==> src/rtl/rep_core.sv <==
module rep_core #(
  parameter int NPORT = 4,
  parameter int SYMW = 5,
  parameter int NPEER = 5,
  parameter bit [SYMW-1:0] JAM_SYM = SYMW'(21)
) (
  input  logic                    clk,
  input  logic                    rst_n,
  input  logic [NPORT-1:0]        rx_act,
  input  logic [NPORT*SYMW-1:0]   rx_data,
  input  logic [NPORT-1:0]        rx_ignore,
  input  logic [NPORT-1:0]        tx_block,
  input  logic [SYMW-1:0]         exp_rx_data,
  input  logic [NPEER-1:0]        peer_act_n,
  input  logic                    col_in_n,
  output logic [NPORT-1:0]        tx_en,
  output logic [NPORT*SYMW-1:0]   tx_data,
  output logic                    exp_tx_en,
  output logic [SYMW-1:0]         exp_tx_data,
  output logic                    lact_out_n,
  output logic                    col_out_n
);
  localparam int IW = (NPORT > 1) ? $clog2(NPORT) : 1;
  localparam int CW = $clog2(NPORT + 2);

  logic [NPORT-1:0]      s_act, s_ign, s_blk;
  logic [NPORT*SYMW-1:0] s_data;
  logic [SYMW-1:0]       s_xdata;
  logic [NPEER-1:0]      s_peer_n;
  logic                  s_colin_n, col_st, armed;

  always_ff @(posedge clk or negedge rst_n) begin
    if (!rst_n) begin
      s_act     <= '0;
      s_ign     <= '0;
      s_blk     <= '0;
      s_data    <= '0;
      s_xdata   <= '0;
      s_peer_n  <= '1;
      s_colin_n <= 1'b1;
      armed     <= 1'b0;
    end else begin
      s_act     <= rx_act;
      s_ign     <= rx_ignore;
      s_blk     <= tx_block;
      s_data    <= rx_data;
      s_xdata   <= exp_rx_data;
      s_peer_n  <= peer_act_n;
      s_colin_n <= col_in_n;
      armed     <= 1'b1;
    end
  end

  logic [NPORT-1:0] loc;
  logic [CW-1:0]    loc_cnt;
  logic             peer_any, loc_col, col_now, idle, jam;
  logic [IW-1:0]    src;
  logic [SYMW-1:0]  sel_sym;

  assign loc      = s_act & ~s_ign;
  assign loc_cnt  = CW'($countones(loc));
  assign peer_any = ~&s_peer_n;
  assign loc_col  = (loc_cnt >= CW'(2)) | ((loc_cnt == CW'(1)) & peer_any);
  assign col_now  = loc_col | ~s_colin_n;
  assign idle     = (loc_cnt == '0) & ~peer_any & s_colin_n;
  assign jam      = col_now | col_st;

  always_ff @(posedge clk or negedge rst_n) begin
    if (!rst_n) col_st <= 1'b0;
    else        col_st <= col_now | (col_st & ~idle);
  end

  always_comb begin
    src = '0;
    for (int p = 0; p < NPORT; p++)
      if (loc[p]) src = IW'(p);
  end

  assign sel_sym = s_data[src*SYMW +: SYMW];

  always_comb begin
    tx_en       = '0;
    tx_data     = '0;
    exp_tx_en   = 1'b0;
    exp_tx_data = '0;
    if (jam) begin
      tx_en   = ~s_blk;
      tx_data = {NPORT{JAM_SYM}};
    end else if (loc_cnt == CW'(1)) begin
      tx_en       = ~s_blk & ~(NPORT'(1) << src);
      tx_data     = {NPORT{sel_sym}};
      exp_tx_en   = 1'b1;
      exp_tx_data = sel_sym;
    end else if (peer_any) begin
      tx_en   = ~s_blk;
      tx_data = {NPORT{s_xdata}};
    end
  end

  assign lact_out_n = (loc_cnt == '0);
  assign col_out_n  = ~loc_col;

  a_r9_blocked_quiet: assert property (@(posedge clk) disable iff (!rst_n)
    armed |-> ((tx_en & $past(tx_block)) == '0));

  a_r1_exp_needs_local: assert property (@(posedge clk) disable iff (!rst_n)
    exp_tx_en |-> (!lact_out_n && col_out_n));

  a_r4_jam_tail: assert property (@(posedge clk) disable iff (!rst_n)
    !col_out_n |=> !exp_tx_en);

  a_r5_lact_follows: assert property (@(posedge clk) disable iff (!rst_n)
    armed |-> (lact_out_n == ($past(rx_act & ~rx_ignore) == '0)));
endmodule

==> config.mk <==
export PLATFORM = sky130hd
export DESIGN_NAME = rep_core
export DESIGN_NICKNAME = d
export VERILOG_FILES = /design/src/rtl/rep_core.sv
export SDC_FILE = /design/constraint.sdc
export NUM_CORES = 1
export LEC_CHECK = 0
export CORE_MARGIN = 10
export CORE_UTILIZATION = 41
export DETAILED_ROUTE_END_ITERATION = 16
export MAX_ROUTING_LAYER = met4
export PLACE_DENSITY = 0.76
export SYNTH_ARGS = -nofsm -noshare
export SYNTH_HDL_FRONTEND = slang
export SYNTH_SLANG_ARGS = --single-unit
==> constraint.sdc <==
create_clock -name clk -period 3.8 [get_ports clk]
set_input_delay 0.57 -clock clk [delete_from_list [all_inputs] [get_ports clk]]
set_output_delay 0.57 -clock clk [all_outputs]
set_load 0.01 [all_outputs]
==> flow_metrics.py <==
metrics = {
    "status": {
        "outcome": "finished clean",
    },
    "floorplanning": {
        "initial_core_util_pct": 43.20,
        "io_pins": 77,
        "rows": 23,
        "die-area_sq_um": 7291,
        "die_x_um": 85.39,
        "core-area_sq_um": 4058,
        "die_h_um": 85.39,
    },
    "critical_path": {
        "crit_family": "buffers and inverters",
        "critPathMaxFanout": 11,
        "start_kind": "register",
        "cp_common_cell": "buf_4",
        "crit_start": "s_act[1]",
        "r2r-start": "s_act[1]",
        "end_kind": "output pin",
        "rrSetupSlack_ns": 1.15,
        "crit_arrival_ns": 3.10,
        "critical-path-slowest-cell": "fa_1",
        "crit_type": "register to output pin",
        "cp_data_required_time_ns": 3.23,
        "max_stage_delay_ns": 0.47,
        "crit_chain": "nand2b_1, inv_2, fa_1, ha_2, buf_4, ha_1, or3b_4, buf_4, buf_6, nand3_1, o211ai_1, buf_4, dlygate4sd2_1",
        "cp_num_buf_inv": 6,
    },
    "worst_hold_path": {
        "hold_class": "primary input to asynchronous set/reset pin",
    },
    "placed_design": {
        "dp_cells": 260,
        "place_area_sq_um": 2542,
        "preCtsSetupSlack_ns": -0.1429,
        "io_buffers": 76,
        "dp_hpwl_um": 3801,
        "place_congestion": 0.8678,
    },
    "clocking": {
        "clk_pin_slew_ns": 0.08,
        "clockBufferDepth": 2,
        "cts_tree": "built",
        "cts-buffers-inserted": 5,
        "cts_sinks": 44,
        "htreeDepth": 2,
        "cts_root_buf": "clkbuf_8",
        "clk_latency_ns": 0.29,
    },
    "timing": {
        "fin_skew_ns": 0.003691,
        "slew_viol_final": 0,
        "slew-limit-headroom_pct": 38.01,
        "finalCritPeriodShare_pct": 96.71,
        "rsz0062_at_grt": "true",
        "post-route-worst-setup-slack_ns": 0.1251,
        "worst_slew_pin_slew_ns": 0.9298,
        "finalHoldViolCount": 0,
        "fmax_ghz": 0.2721,
        "fin_crit_ns": 3.675,
        "setup_violations": 0,
    },
    "pwr": {
        "p_leak_nw": 1.234,
        "powerDensity_nw_per_um2": 397.5,
        "peakVddDrop_v": 0.0002794,
    },
    "global_routing": {
        "antenna_found_initial": 0,
        "grt_pass1_vias": 1617,
        "grt_util_met1_pct": 15.87,
        "grt_usage_pct": 14.11,
        "grt.busiest_layer": "met2",
        "use_met3_pct": 4.876,
        "grt_max_degree": 45,
        "grt_remaining_overflow": 0,
        "grt_pass1_wl_um": 7914,
        "use_met2_pct": 22.28,
    },
    "logic_synthesis": {
        "postSynthCellCount": 140,
        "netlist_area_sq_um": 1753,
        "postSynth.topFlopCell": "dfrtp_1",
        "ys_ff_latch": 44,
        "syn_nets": 189,
        "syn_area_per_cell_sq_um": 12.52,
        "synth_edf_count": 0,
        "synth_warnings": 0,
        "synth.distinct_cells": 34,
        "yosysSeqAreaShare_pct": 63.24,
        "async_flop_share_pct": 100.0,
    },
    "routing": {
        "via_count": 1383,
        "finalWirelength_um": 4902,
        "avgRoutedWirePerCell_um": 17.70,
        "drc": 0,
        "drtAntennaViolNets": 0,
        "dr.first_iter.drc_count": 82,
        "vias_per_cell": 4.993,
        "dr.pass1.iters": 4,
    },
    "finish": {
        "n_antenna_cell": 0,
        "fillers": 270,
        "final_cells": 277,
        "final_area_sq_um": 2780,
        "final_util_pct": 68.52,
        "register_area_sq_um": 1109,
        "drive_above_1_share_pct": 30.84,
        "syn2layout_area_growth_pct": 58.60,
        "fin_nets": 275,
        "multi_input_area_sq_um": 550.5,
    },
    "job": {
        "maxCapViolCount": 0,
    },
}
[timing repair]
| action | CTS | global route |
|---|---|---|
| hold endpoints to repair | 0 | 0 |
| setup endpoints to repair | 30 | 31 |
| hold buffers | 0 | 0 |
| buffers inserted | 5 | 5 |
| gates resized for setup | 60 | 28 |
| cloned | 0 | 0 |
| pin swaps | 6 | 7 |
[final cells by class]
cell class	count	area share [%]
tap	50	2.250
multi-input combinational	69	19.80
timing repair buffer	99	32.22
sequential	44	39.87
clock inverter	2	2.160
clock buffer	6	2.610
inverter	7	1.080
[cells in the final DEF (no fill, tap or decap), types with 2 or more instances in the layout]
cell type        instances
clkdlybuf4s50_1         45
dfrtp_1                 38
buf_4                   21
dlygate4sd2_1            9
nand3_1                  8
buf_2                    8
a21oi_1                  6
dfstp_2                  6
nor2_1                   5
clkbuf_8                 5
dlymetal6s2s_1           5
or3_1                    4
mux2_2                   4
o211ai_1                 4
clkdlybuf4s15_1          4
buf_6                    4
nand2b_1                 3
inv_1                    3
nand2_1                  3
o221ai_1                 3
o21ai_0                  3
inv_2                    2
a211o_1                  2
a31oi_1                  2
nor2_2                   2
bufinv_16                2
clkbuf_2                 2
[routing by layer]
| metal | part of all wire, % | routed length (um) |
|---|---|---|
| met1 | 40 | 1965 |
| met2 | 50 | 2456 |
| met3 | 7.9 | 388 |
| met4 | 1.9 | 91 |
| met5 | 0 | 0 |
[metrics by stage]
step           hold slack, ns  total power [W]   TNS, ns
2_1_floorplan          0.2744        0.0005693         0
3_3_place_gp           0.5103        0.0006709   -0.5499
3_5_place_dp           0.5201        0.0006776    -1.215
4_1_cts                0.4338         0.001101   -0.8824
5_1_grt                0.4861         0.001152  -0.09903
6_report               0.4179         0.001105         0
[cell usage after synthesis (3+ instances only)]
cell type / instances / share of area [%]
a21oi_1: 6 / 1.7
a31oi_1: 3 / 1.1
buf_4: 15 / 6.4
clkbuf_1: 3 / 0.64
dfrtp_1: 38 / 54
dfstp_2: 6 / 9.0
ha_1: 3 / 2.1
inv_1: 6 / 1.3
mux2_2: 4 / 2.6
nand2_1: 3 / 0.64
nand2b_1: 4 / 1.4
nand3_1: 9 / 2.6
nor2_1: 5 / 1.1
o211ai_1: 4 / 1.7
o21ai_0: 3 / 0.86
o221ai_1: 3 / 1.5
or3_1: 4 / 1.4
[sequential cells by signal (all words and copies together) (netlist names)]
register and count:
s_colin_n 1, s_act 4, s_xdata 5, s_data 20, s_blk 4, s_peer_n 5
s_ign 4, col_st 1
[worst register-to-register path: stages, from the launching register on]
cell,delay (ns)
dfrtp_1,0.38
nand2b_1,0.10
inv_2,0.05
fa_1,0.47
ha_2,0.19
buf_4,0.13
ha_1,0.19
buf_4,0.16
o31ai_4,0.29
buf_4,0.18
a211oi_4,0.05
buf_4,0.16
buf_4,0.12
a31oi_1,0.13
[path summary, 6_finish.rpt]
| path | to | depth (start not counted) |
|---|---|---|
| hold reg to reg | col_st | 1 |
| max in group asynchronous | s_data[3] | 1 |
| setup / recovery | tx_data[9] | 13 |
| setup reg to reg | col_st | 13 |
| min in group clk | col_st | 1 |
| hold / removal | s_data[16] | 1 |
[cell families after synthesis]
kind of cell	synth area share, %
fa+ha+maj	3.284
compound gates	10.92
flops	63.24
mux	2.569
buf+inv	9.136
simple gates	10.85
[where the power goes]
group | switching (W) | total [W] | internal [W] | leakage (nW)
registers | 0.00000764 | 0.000501 | 0.000494 | 0.503
logic | 0.0000862 | 0.000193 | 0.000107 | 0.666
clock network | 0.000148 | 0.000411 | 0.000263 | 0.0654
total | 0.000242 | 0.00111 | 0.000863 | 1.23
No activity file was read; power rests on OpenSTA's default activity.
